`config.mk`:
```
export PLATFORM = sky130hd
export DESIGN_NAME = burst_addr_ctr
export DESIGN_NICKNAME = d
export VERILOG_FILES = /design/src/rtl/burst_ctr_pkg.sv /design/src/rtl/bac_op_decode.sv /design/src/rtl/bac_step.sv /design/src/rtl/bac_mask_rule.sv /design/src/rtl/bac_readback.sv /design/src/rtl/burst_addr_ctr.sv
export SDC_FILE = /design/constraint.sdc
export NUM_CORES = 1
export LEC_CHECK = 0
export ABC_AREA = 0
export CAP_MARGIN = 20
export CORE_ASPECT_RATIO = 1.25
export CORE_MARGIN = 2
export CORE_UTILIZATION = 38
export DETAILED_ROUTE_END_ITERATION = 12
export SYNTH_ARGS = -nofsm -noshare
export SYNTH_HDL_FRONTEND = slang
export SYNTH_SLANG_ARGS = --single-unit
```
`constraint.sdc`:
```
create_clock -name clk -period 4.83 [get_ports clk]
set_input_delay 0.7245 -clock clk [delete_from_list [all_inputs] [get_ports clk]]
set_output_delay 0.7245 -clock clk [all_outputs]
set_load 0.02 [all_outputs]
```
`src/rtl/burst_ctr_pkg.sv`:
```
package burst_ctr_pkg;
  typedef enum logic [2:0] {
    OP_HOLD   = 3'd0,
    OP_CLEAR  = 3'd1,
    OP_LOAD   = 3'd2,
    OP_REXMIT = 3'd3,
    OP_INC    = 3'd4
  } ctr_op_e;
endpackage

```
`src/rtl/bac_op_decode.sv`:
```
module bac_op_decode
  import burst_ctr_pkg::*;
(
  input  logic    ctr_clr,
  input  logic    mask_set,
  input  logic    ld,
  input  logic    mask_ld,
  input  logic    rexmit,
  input  logic    inc,
  output ctr_op_e op
);
  always_comb begin
    if (ctr_clr || mask_set)  op = OP_CLEAR;
    else if (ld || mask_ld)   op = OP_LOAD;
    else if (rexmit)          op = OP_REXMIT;
    else if (inc)             op = OP_INC;
    else                      op = OP_HOLD;
  end
endmodule

```
`src/rtl/bac_step.sv`:
```
module bac_step #(
  parameter int W = 21
) (
  input  logic [W-1:0] ctr,
  input  logic [W-1:0] mask,
  input  logic [W-1:0] mirror,
  output logic [W-1:0] nxt
);
  logic [W-1:0] low_bit;
  logic [W-1:0] summed;
  logic         field_full;

  always_comb begin
    low_bit    = mask & (~mask + {{(W-1){1'b0}}, 1'b1});
    summed     = ctr + low_bit;
    field_full = ((ctr & mask) == mask);
    if (field_full) nxt = mirror;
    else            nxt = (ctr & ~mask) | (summed & mask);
  end
endmodule

```
`src/rtl/bac_mask_rule.sv`:
```
module bac_mask_rule #(
  parameter int W = 21
) (
  input  logic [W-1:0] mask,
  output logic         bad
);
  logic [W-1:0] filled;
  logic         low_ok;
  logic         run_ok;

  always_comb begin
    filled = mask | {{(W-2){1'b0}}, 2'b11};
    low_ok = (mask[1:0] != 2'b01);
    run_ok = ((filled & (filled + {{(W-1){1'b0}}, 1'b1})) == '0);
    bad    = !(low_ok && run_ok && (mask != '0));
  end
endmodule

```
`src/rtl/bac_readback.sv`:
```
module bac_readback #(
  parameter int W     = 21,
  parameter int LAT_A = 1,
  parameter int LAT_B = 2
) (
  input  logic         clk,
  input  logic         hard_clr,
  input  logic         req,
  input  logic [W-1:0] value,
  input  logic         lat_sel,
  output logic [W-1:0] rb_data,
  output logic         rb_valid
);
  logic [W-1:0] st_d [LAT_B];
  logic         st_v [LAT_B];

  always_ff @(posedge clk or posedge hard_clr) begin
    if (hard_clr) begin
      st_d[0] <= '0;
      st_v[0] <= 1'b0;
    end else begin
      st_d[0] <= value;
      st_v[0] <= req;
    end
  end

  for (genvar g = 1; g < LAT_B; g++) begin : g_stage
    always_ff @(posedge clk or posedge hard_clr) begin
      if (hard_clr) begin
        st_d[g] <= '0;
        st_v[g] <= 1'b0;
      end else begin
        st_d[g] <= st_d[g-1];
        st_v[g] <= st_v[g-1];
      end
    end
  end

  assign rb_data  = lat_sel ? st_d[LAT_B-1] : st_d[LAT_A-1];
  assign rb_valid = lat_sel ? st_v[LAT_B-1] : st_v[LAT_A-1];
endmodule

```
`src/rtl/burst_addr_ctr.sv`:
```
module burst_addr_ctr
  import burst_ctr_pkg::*;
#(
  parameter int W     = 21,
  parameter int LAT_A = 1,
  parameter int LAT_B = 2
) (
  input  logic         clk,
  input  logic         hard_clr,
  input  logic [W-1:0] addr_in,
  input  logic         ld,
  input  logic         mask_ld,
  input  logic         ctr_clr,
  input  logic         mask_set,
  input  logic         inc,
  input  logic         rexmit,
  input  logic         rb_ctr,
  input  logic         rb_mask,
  input  logic         lat_sel,
  output logic [W-1:0] addr_out,
  output logic [W-1:0] rb_data,
  output logic         rb_valid,
  output logic         dq_oe,
  output logic         mask_bad
);
  localparam logic [W-1:0] ALL_ONES = {W{1'b1}};

  logic [W-1:0] ctr_q, mirror_q, mask_q;
  logic         bad_q;
  logic [W-1:0] step_nxt;
  logic         in_bad;
  logic [W-1:0] rb_sel;
  ctr_op_e      op;

  bac_op_decode u_dec (
    .ctr_clr(ctr_clr), .mask_set(mask_set), .ld(ld), .mask_ld(mask_ld),
    .rexmit(rexmit), .inc(inc), .op(op)
  );

  bac_step #(.W(W)) u_step (
    .ctr(ctr_q), .mask(mask_q), .mirror(mirror_q), .nxt(step_nxt)
  );

  bac_mask_rule #(.W(W)) u_rule (.mask(addr_in), .bad(in_bad));

  always_ff @(posedge clk or posedge hard_clr) begin
    if (hard_clr) begin
      ctr_q    <= '0;
      mirror_q <= '0;
      mask_q   <= ALL_ONES;
      bad_q    <= 1'b0;
    end else begin
      unique case (op)
        OP_CLEAR: begin
          if (ctr_clr) begin
            ctr_q    <= ctr_q & ~mask_q;
            mirror_q <= mirror_q & ~mask_q;
          end
          if (mask_set) begin
            mask_q <= ALL_ONES;
            bad_q  <= 1'b0;
          end
        end
        OP_LOAD: begin
          if (ld) begin
            ctr_q    <= addr_in;
            mirror_q <= addr_in;
          end
          if (mask_ld) begin
            mask_q <= addr_in;
            bad_q  <= in_bad;
          end
        end
        OP_REXMIT: ctr_q <= mirror_q;
        OP_INC:    ctr_q <= step_nxt;
        default:   ctr_q <= ctr_q;
      endcase
    end
  end

  assign rb_sel = rb_ctr ? ctr_q : mask_q;

  bac_readback #(.W(W), .LAT_A(LAT_A), .LAT_B(LAT_B)) u_rb (
    .clk(clk), .hard_clr(hard_clr), .req(rb_ctr | rb_mask), .value(rb_sel),
    .lat_sel(lat_sel), .rb_data(rb_data), .rb_valid(rb_valid)
  );

  assign addr_out = ctr_q;
  assign dq_oe    = ~rb_valid;
  assign mask_bad = bad_q;
endmodule

```
After elaboration in Yosys (flattened, before gate mapping)
Cells that the tools add are included.

word-level totals
  bits in registers = 108
  output and inout port bits = 45
  bits in read-only memories = 0
  bits in latches = 0
  input port bits = 32
  bits in writable memories = 0
  memories kept = 0

cells by class
  bitwise logic cells = 10
  reduce and logical (&&, ||, !) cells = 12
  shift-type cells = 0
  divide/modulo/power cells = 0
  mux-type cells = 19
  eq/ne operators = 10
  $lt $le $gt $ge = 0
  add/subtract/negate cells = 3
  $mul = 0

operators with widths
  cell                                                              count
  21-bit two-way mux                                                8
  21-bit bitwise AND                                                6
  21-bit case mux with 2 select lines                               2
  21-bit case mux with 4 select lines                               1
  21-bit by 1-bit adder with 21-bit output (second input constant)  2
  21-bit adder                                                      1
  21-bit == test                                                    1
  21-bit zero test                                                  1
  21-bit inverter                                                   1
  21-bit OR                                                         1
  21-bit nonzero test                                               1
  3-bit two-way mux                                                 4
  3-bit AND reduction                                               3
  2-bit != test (second input constant)                             4
  3-bit by 2-bit == test with 1-bit output (second input constant)  2
  4-bit nonzero test                                                1
  3-bit by 1-bit == test with 1-bit output (second input constant)  1
  3-bit == test (second input constant)                             1
  1-bit two-way mux                                                 3
  1-bit logical AND                                                 2
  1-bit logical OR                                                  2
  2-bit by 1-bit != test with 1-bit output (second input constant)  1
  1-bit case mux with 2 select lines                                1
  2-bit nonzero test                                                1
  other kinds (3)                                                   3

Depth between registers and ports, before layout
Gate-level depths: netlist of run 1.

  word-level depth = 8
  mapped depth = 14

Modules after synthesis
A second synthesis of run 1 with hierarchy kept.

second synthesis, totals
  cell total of the unflattened synthesis = 772
  area, all modules = 7,320.8 sq um

by module, submodules not included
  module          seq. area each (sq um)  times used  area an instance (sq um)  cells each
  burst_addr_ctr  1,627.8                 1           3,776.1                   389
  bac_step        0.0                     1           1,911.8                   273
  bac_readback    1,101.1                 1           1,375.1                   69
  bac_mask_rule   0.0                     1           221.5                     35
  bac_op_decode   0.0                     1           36.3                      6

Worst setup path before layout of run 1
No wires, ideal clock.

  path type = register to register
  start = register mask_q[1]
  end = register ctr_q[19], in the netlist addr_out[19]
  stages on the path, launching flop included = 14
  slack = 1.491 ns
  required time = 4.720 ns
  period minus slack after synthesis = 3.339 ns
  data arrival time = 3.229 ns
  path through = dfstp_2 > clkbuf_1 > or4_1 > nor3_1 > and3b_1 > ha_1 > and3_1 > a221oi_2 > a21bo_1 > a2111o_1 > a21oi_2 > xnor2_1 > nor3b_1 > o41ai_1

on the way
  cells in the longest elaborated chain, start to end = 8
  elaborated cells between the ends (all ways) = 10
  classes of those cells = add/sub (2); eq/ne (1); mux (2); bitwise (5)

ends and longest elaborated chain
  what                                      RTL line              text
  start, declared                           burst_addr_ctr.sv:28  logic [W-1:0] ctr_q, mirror_q, mask_q;
  start signal, assigned                    burst_addr_ctr.sv:70  mask_q <= addr_in;
  21-bit inverter                           bac_step.sv:14        low_bit = mask & (~mask + {{(W-1){1'b0}}, 1'b1});
  21-bit by 1-bit adder with 21-bit output  bac_step.sv:14
  21-bit bitwise AND                        bac_step.sv:14
  21-bit adder                              bac_step.sv:15        summed = ctr + low_bit;
  21-bit bitwise AND                        bac_step.sv:18        else nxt = (ctr & ~mask) | (summed & mask);
  21-bit OR                                 bac_step.sv:18
  21-bit two-way mux (*)                    bac_step.sv:17        if (field_full) nxt = mirror;
  21-bit case mux with 4 select lines (*)   burst_addr_ctr.sv:53  unique case (op)
  end signal, assigned                      burst_addr_ctr.sv:56  ctr_q <= ctr_q & ~mask_q;
  end signal, assigned                      burst_addr_ctr.sv:66  ctr_q <= addr_in;
  end signal, assigned                      burst_addr_ctr.sv:74  OP_REXMIT: ctr_q <= mirror_q;
  end, declared                             burst_addr_ctr.sv:28

Mark *: on every way between the ends. The rest lies on a longest branch, timed or not.
A chain may end at the register's enable or synchronous reset.

Worst setup path after layout of run 1
  start = register mask_q[0]
  end = register ctr_q[18], in the netlist addr_out[18]

The elaborated chain is that of the path after synthesis.

==> metrics.cfg, run 1 <==
[route]
viasPerCell = 6.09
vias = 5790
first_iter_violations = 515
drtAntennaViolNets = 0
routed.top_layer = met4
wl_met1_mm = 9.14
wl_met2_mm = 9.81
wl_met3_mm = 1.25
wl_per_cell_um = 21.8
drt_pass1_iterations = 6
routed_wl_mm = 20.8
drc = 0

[placement]
numPlacedInstances = 934
portBuffers = 76
hpwl_mm = 14.9
pre_cts_ws_ns = 1.17
place_congestion = 0.896

[synth]
synth_xor_area_share_pct = 2.00
ys_seq_area_share_pct = 41.4
synth_mux_area_share_pct = 6.73
yosys_warnings = 0
async_flop_share_pct = 100
syn_area_um2 = 6580
synth_most_common_cell = dfrtp_1
synthAdderAreaFrac_pct = 4.48
synth_cell_types = 83
synth_area_per_cell_um2 = 9.84
synth_top_family_by_area = compound AO/OA/AOI/OAI gates
synthCells = 669
yosysTopAreaCellShare_pct = 33.1
synth_seq_cells = 108
yosysTopAreaCell = dfrtp_1
synth_ff_type = dfrtp_1
synth_area_leaders = dfrtp_1, dfstp_2, mux2_2, o21ai_0, ha_1
synth_edf_count = 0
syn-num-nets = 724
synth_compound_area_share_pct = 26.5
synthTopCellsByCount = dfrtp_1, o21ai_0, nand2_1
yosys.area_share.simple_pct = 14.2

[finish]
num-fill-cells = 1586
finalNetCount = 780
final_cell_count_no_fill = 950
syn_to_final_growth_pct = 18.8
diodes = 0
layout-drive-gt1-share_pct = 14.1

[critical_path]
cpMostUsedCell = and3_1
reg2reg_slack_ns = 1.10
cp-start-kind = register
r2r-start = mask_q[0]
arrival_ns = 3.94
path_delay_family = simple AND/OR/NAND/NOR gates
crit_path_end = addr_out[18]
cp_max_fo = 10
path_class = reg2reg
endpoint_kind = register
cp_num_cells = 13
worst_path_largest_cell_delay_ns = 0.51
slowest_stage = nor4_1
startpoint = mask_q[0]
crit_buf_inv = 0
required_ns = 5.05
r2r_cells = 13
crit_chain = nor4_1, nand2_1, or4_1, nor3_1, ha_1, and3_1, and2_1, and3_1, a21oi_1, nand3_1, a31oi_1, xor2_1, o221ai_1
crit-reg2reg-capture = addr_out[18]

[sta]
fin_crit_ns = 3.73
rsz0062_at_grt = no
setup_violations = 0
worst_slack_ns = 1.10
post-route-period-util_pct = 77.2
tightest_slew_ns = 0.980
fin_tns_setup_ns = 0
final_max_slew_viol_count = 0
hold_viol_final = 0
holdWs_ns = 0.373
fin_skew_ns = 0.00986
fmaxAchievable_mhz = 268
slew-limit-headroom_pct = 34.4

[global_routing]
grt.total_usage_pct = 23.3
grt_pass1_wl_mm = 32.6
grt_max_degree = 52
grt_pass1_vias = 5617
grt_overflow_total = 0
grt_antenna_before_repair = 0

[status]
outcome = complete, no violations

[clocking]
cts_tree = done
cts_resized = 0
cts_buffer_depth = 2
root_buffer = clkbuf_16
clk_pin_slew_ns = 0.07
cts-hold-fix-buffers = 0
clock_latency_ns = 0.36
numCtsBuffers = 9
htree_levels = 3
cts.sinks = 108
postCtsSetupRepairBufs = 0

[pwr]
power_leakage_nw = 3.27
pwr-share-seq_pct = 46.5
pwr-share-comb_pct = 19.1
power_density_nw_per_um2 = 286
switchingPower_mw = 0.645
switching_share_pct = 28.8
peakVddDrop_v = 0.000142
clkPwrFrac_pct = 34.4
p_int_mw = 1.59
fin_total_pwr_mw = 2.24

[job]
max-cap-violations = 0

[die]
die_h_um = 151
ios = 77
die_area_um2 = 18400
initial_utilization_pct = 38.9
core_area_um2 = 16900
rows = 53
die_w_um = 122

[hold_path]
hold_path_class = reg2reg

==> logic make-up (layout without fill, tap and decap cells) <==
| family | Yosys count | count (layout) |
|---|---|---|
| flip-flops | 108 | 108 |
| adder cells (fa/ha/maj) | 23 | 23 |
| buffers and inverters | 71 | 132 |
| AO/OA/AOI/OAI | 237 | 237 |
| multiplexers | 40 | 40 |
| XOR/XNOR | 15 | 15 |
| AND/OR/NAND/NOR | 175 | 175 |
==> flip-flops by register name, summed over array words and instances, names as in the netlist <==
signal / cells
mask_bad: 1
mirror_q: 21
u_rb.st_v: 2
mask_q: 21
addr_out: 21
u_rb.st_d: 42
==> layout by cell type (no fill, tap or decap), types with 5 or more instances in the layout <==
cell / synthesis / routed
dfrtp_1: 87 / 87
clkdlybuf4s50_1: 0 / 76
o21ai_0: 64 / 64
nand2_1: 48 / 48
mux2_2: 34 / 34
nor2_1: 30 / 30
inv_1: 29 / 28
a21oi_1: 24 / 24
a22o_1: 22 / 22
ha_1: 22 / 22
o22a_1: 21 / 21
dfstp_2: 21 / 21
nor3_1: 20 / 18
nor2b_1: 12 / 12
a21o_1: 12 / 12
buf_4: 1 / 11
nor4_1: 10 / 10
nand3_1: 10 / 10
a221oi_1: 9 / 9
xnor2_1: 9 / 9
a22oi_1: 9 / 9
clkbuf_16: 0 / 9
a31oi_1: 8 / 8
and3_1: 8 / 8
o21ai_1: 6 / 6
xor2_1: 6 / 6
o22ai_1: 6 / 6
mux2i_1: 6 / 6
nand2b_1: 5 / 5
==> final cells by class <==
| cell class | instances | area, µm² | share of cell area [%] |
|---|---|---|---|
| inverters | 29 | 111 | 1.42 |
| flip-flops and latches | 108 | 2730 | 34.9 |
| clock inverters | 3 | 45.0 | 0.576 |
| repair buffers | 87 | 843 | 10.8 |
| clock buffers | 13 | 260 | 3.33 |
| well taps | 220 | 275 | 3.52 |
| multi-input cells | 490 | 3550 | 45.5 |
==> power groups by stage <==
stage / Sequential (mW) / Clock, mW / Combinational [mW]
finish: 1.04 / 0.770 / 0.428
global route: 1.05 / 0.823 / 0.461
CTS: 1.04 / 0.788 / 0.428
detailed placement: 1.06 / 0 / 0.425
global placement: 1.05 / 0 / 0.422
floorplan: 1.04 / 0 / 0.244
==> metal layers <==
metal	vias up	global-route usage, %
met3	33	2.75
met5	-	0
li1	2644	-
met2	266	36.5
met4	0	9.60
met1	2847	32.7
==> worst min-delay path by stage <==
stage / to / slack [ns] / startpoint / cells after the start
final: u_rb.st_d[12] / 0.37 / u_rb.st_d[33] / 0
after global routing: u_rb.st_d[6] / 0.38 / u_rb.st_d[27] / 0
after CTS: u_rb.st_d[4] / 0.37 / u_rb.st_d[25] / 0
after detailed placement: u_rb.st_d[4] / 0.36 / u_rb.st_d[25] / 0
after global placement: u_rb.st_d[4] / 0.36 / u_rb.st_d[25] / 0
after floorplan: u_rb.st_d[0] / 0.35 / u_rb.st_d[21] / 0
==> stage by stage <==
stage	cell area, µm²	util (%)
6_report	7820	46.2
5_1_grt	7820	46.2
4_1_cts	7820	46.2
3_5_place_dp	7510	44.4
3_3_place_gp	7510	44.4
2_1_floorplan	6580	-
Power figures use the tool's default switching activity.
==> inputs of run 2 (changes only) <==
clock period = 3.45 ns   (was 4.83 ns; I/O delays follow)
==> run 2 against run 1 <==
Net effect:
- final area up 5.9%
- worst hold slack worse by 0.0010 ns
- utilization up 2.7 points
- first-iteration DRC count up 8.5%
- critical endpoint is now addr_out[19]
- the run now ends with negative setup slack left
- global-route usage up 0.57 points
- largest cell class unchanged
- combinational power up 52%
- critical path depth down 1
- die area unchanged
- clock skew down 0.0013 ns
==> metrics.cfg, run 2 (same netlist as run 1, synthesis figures left out) <==
[clocking]
clock_latency_ns = 0.35  ; about the same
htree_levels = 3  ; unchanged
cts-hold-fix-buffers = 0  ; unchanged
clk_pin_slew_ns = 0.07  ; about the same
numCtsBuffers = 9  ; unchanged
cts.sinks = 108  ; unchanged
cts_tree = done
root_buffer = clkbuf_16
cts_buffer_depth = 2  ; unchanged

[status]
outcome = complete, but fails checks
violations = negative setup slack

[die]
initial_utilization_pct = 38.9  ; unchanged
rows = 53  ; unchanged
core_area_um2 = 16900  ; unchanged
die_w_um = 122  ; unchanged
die_h_um = 151  ; unchanged
die_area_um2 = 18400  ; unchanged
ios = 77  ; unchanged

[critical_path]
endpoint_kind = register
cp_max_fo = 3  ; -7
arrival_ns = 3.75  ; -0.19 ns
required_ns = 3.70  ; -1.35 ns
path_class = reg2reg
cp-start-kind = register

[finish]
diodes = 0  ; unchanged
multi_input_area_um2 = 3630  ; +2.2%
finalNetCount = 825  ; +5.8%
layout_commonest_cell = dfrtp_1
layout-drive-gt1-share_pct = 20.8  ; +6.7 points
final_cell_count_no_fill = 995  ; +4.7%
largest_register = u_rb.st_d
largest_register_ffs = 42  ; unchanged
num-fill-cells = 1612  ; +1.6%
layout.area.seq_um2 = 2730  ; unchanged
syn_to_final_growth_pct = 25.8
final_cell_mix = dfrtp_1, clkdlybuf4s50_1, o21ai_0

[route]
first_iter_violations = 559  ; +8.5%
wl_per_cell_um = 21.4  ; -2.0%
routed_wl_mm = 21.3  ; +2.6%
drc = 0  ; unchanged
viasPerCell = 6.00  ; -1.5%
vias = 5972  ; +3.1%
drt_pass1_iterations = 5  ; -1
drtAntennaViolNets = 0  ; unchanged

[sta]
post-route-period-util_pct = 102  ; +24 points
hold_viol_final = 0  ; unchanged
slew-limit-headroom_pct = 32.0  ; -2.4 points
fmaxAchievable_mhz = 285  ; +6.4%
setup_violations = 1  ; +1
rsz0062_at_grt = yes
tightest_slew_ns = 1.02  ; +0.0360 ns
final_max_slew_viol_count = 0  ; unchanged
fin_skew_ns = 0.00853  ; -0.00133 ns
fin_crit_ns = 3.50  ; -0.225 ns
worst_slack_ns = -0.0527  ; -1.16 ns

[placement]
portBuffers = 76  ; unchanged
place_congestion = 0.922  ; +2.9%
hpwl_mm = 15.6  ; +4.7%
pre_cts_ws_ns = 0.0581  ; -1.11 ns
numPlacedInstances = 974  ; +4.3%

[job]
max-cap-violations = 0  ; unchanged

[global_routing]
grt_max_degree = 70  ; +35%
grt_overflow_total = 0  ; unchanged
grt.total_usage_pct = 23.8  ; +0.57 points
grt_antenna_before_repair = 0  ; unchanged
grt_pass1_vias = 5822  ; +3.6%
grt_pass1_wl_mm = 33.4  ; +2.6%

[pwr]
power_density_nw_per_um2 = 390  ; +36%
power_leakage_nw = 3.52  ; +7.8%
peakVddDrop_v = 0.000207  ; +46%

[hold_path]
hold_path_class = reg2reg

[run 2: layout make-up]
class,instances,share of cell area [%]
Clock inverter,5,1.01
Timing Repair Buffer,132,14.6
Multi-Input combinational cell,490,43.9
Inverter,29,1.34
Clock buffer,11,2.93
Sequential cell,108,33.0
Tap cell,220,3.32
[run 2: per-layer routing]
layer,wire length (µm),vias up,GRT usage [%]
met3,1340,47,3.31
li1,-,2724,-
met1,9320,2941,32.7
met5,0,-,0
met2,9870,260,37.6
met4,769,0,10.3
[run 2: path summary, 6_finish.rpt]
check | from | end | slack, ns | cells after the start
worst max-delay path | mask_q[2] | addr_out[19] | -0.05 | 12
worst min-delay path | u_rb.st_d[38] | u_rb.st_d[17] | 0.37 | 0
worst max register to register | mask_q[2] | addr_out[19] | -0.05 | 12
worst min register to register | u_rb.st_d[38] | u_rb.st_d[17] | 0.37 | 0
max in group asynchronous | hard_clr | mask_q[8] | 2.08 | 3
min in group asynchronous | hard_clr | u_rb.st_d[32] | 0.55 | 2
[run 2: stage by stage]
| step | util, % | TNS [ns] | area (µm²) | hold slack [ns] | power (mW) |
|---|---|---|---|---|---|
| global placement | 46.4 | 0 | 7840 | 0.358 | 2.10 |
| finish | 49.0 | -0.0527 | 8280 | 0.372 | 3.23 |
| CTS | 48.3 | 0 | 8170 | 0.374 | 3.25 |
| detailed placement | 46.4 | 0 | 7840 | 0.362 | 2.11 |
| global route | 49.0 | -0.277 | 8280 | 0.381 | 3.37 |
| floorplan | - | 0 | 6580 | 0.350 | 1.80 |
[run 2: repair_timing]
item | 4_1_cts | 5_1_grt
buffers inserted | 0 | 5
endpoints found under the setup margin | 0 | 7
gates resized for setup | 0 | 16
[run 2: worst max-delay path, cell delays in order, from the launching register on]
cell and delay [ns]:
dfstp_2 0.38, or4_4 0.55, nor3_4 0.20, and3b_2 0.23, ha_4 0.21, and3_4 0.17, a221oi_2 0.28, a21bo_2 0.27
a2111o_1 0.38, a21oi_2 0.16, xnor2_1 0.15, nor3b_2 0.07, o41ai_2 0.35
[run 2: where the power goes]
| group | switching [mW] | internal [mW] | leakage [nW] |
|---|---|---|---|
| Sequential | 0.0797 | 1.36 | 1.31 |
| Clock | 0.478 | 0.660 | 0.152 |
| Combinational | 0.360 | 0.291 | 2.06 |
| Total | 0.918 | 2.31 | 3.52 |
==> inputs of run 3 (changes only) <==
SLEW_MARGIN = 5   (was not set)
==> results of run 3 <==
Same layout as run 2: the final DEF is identical, and so are final timing and power.
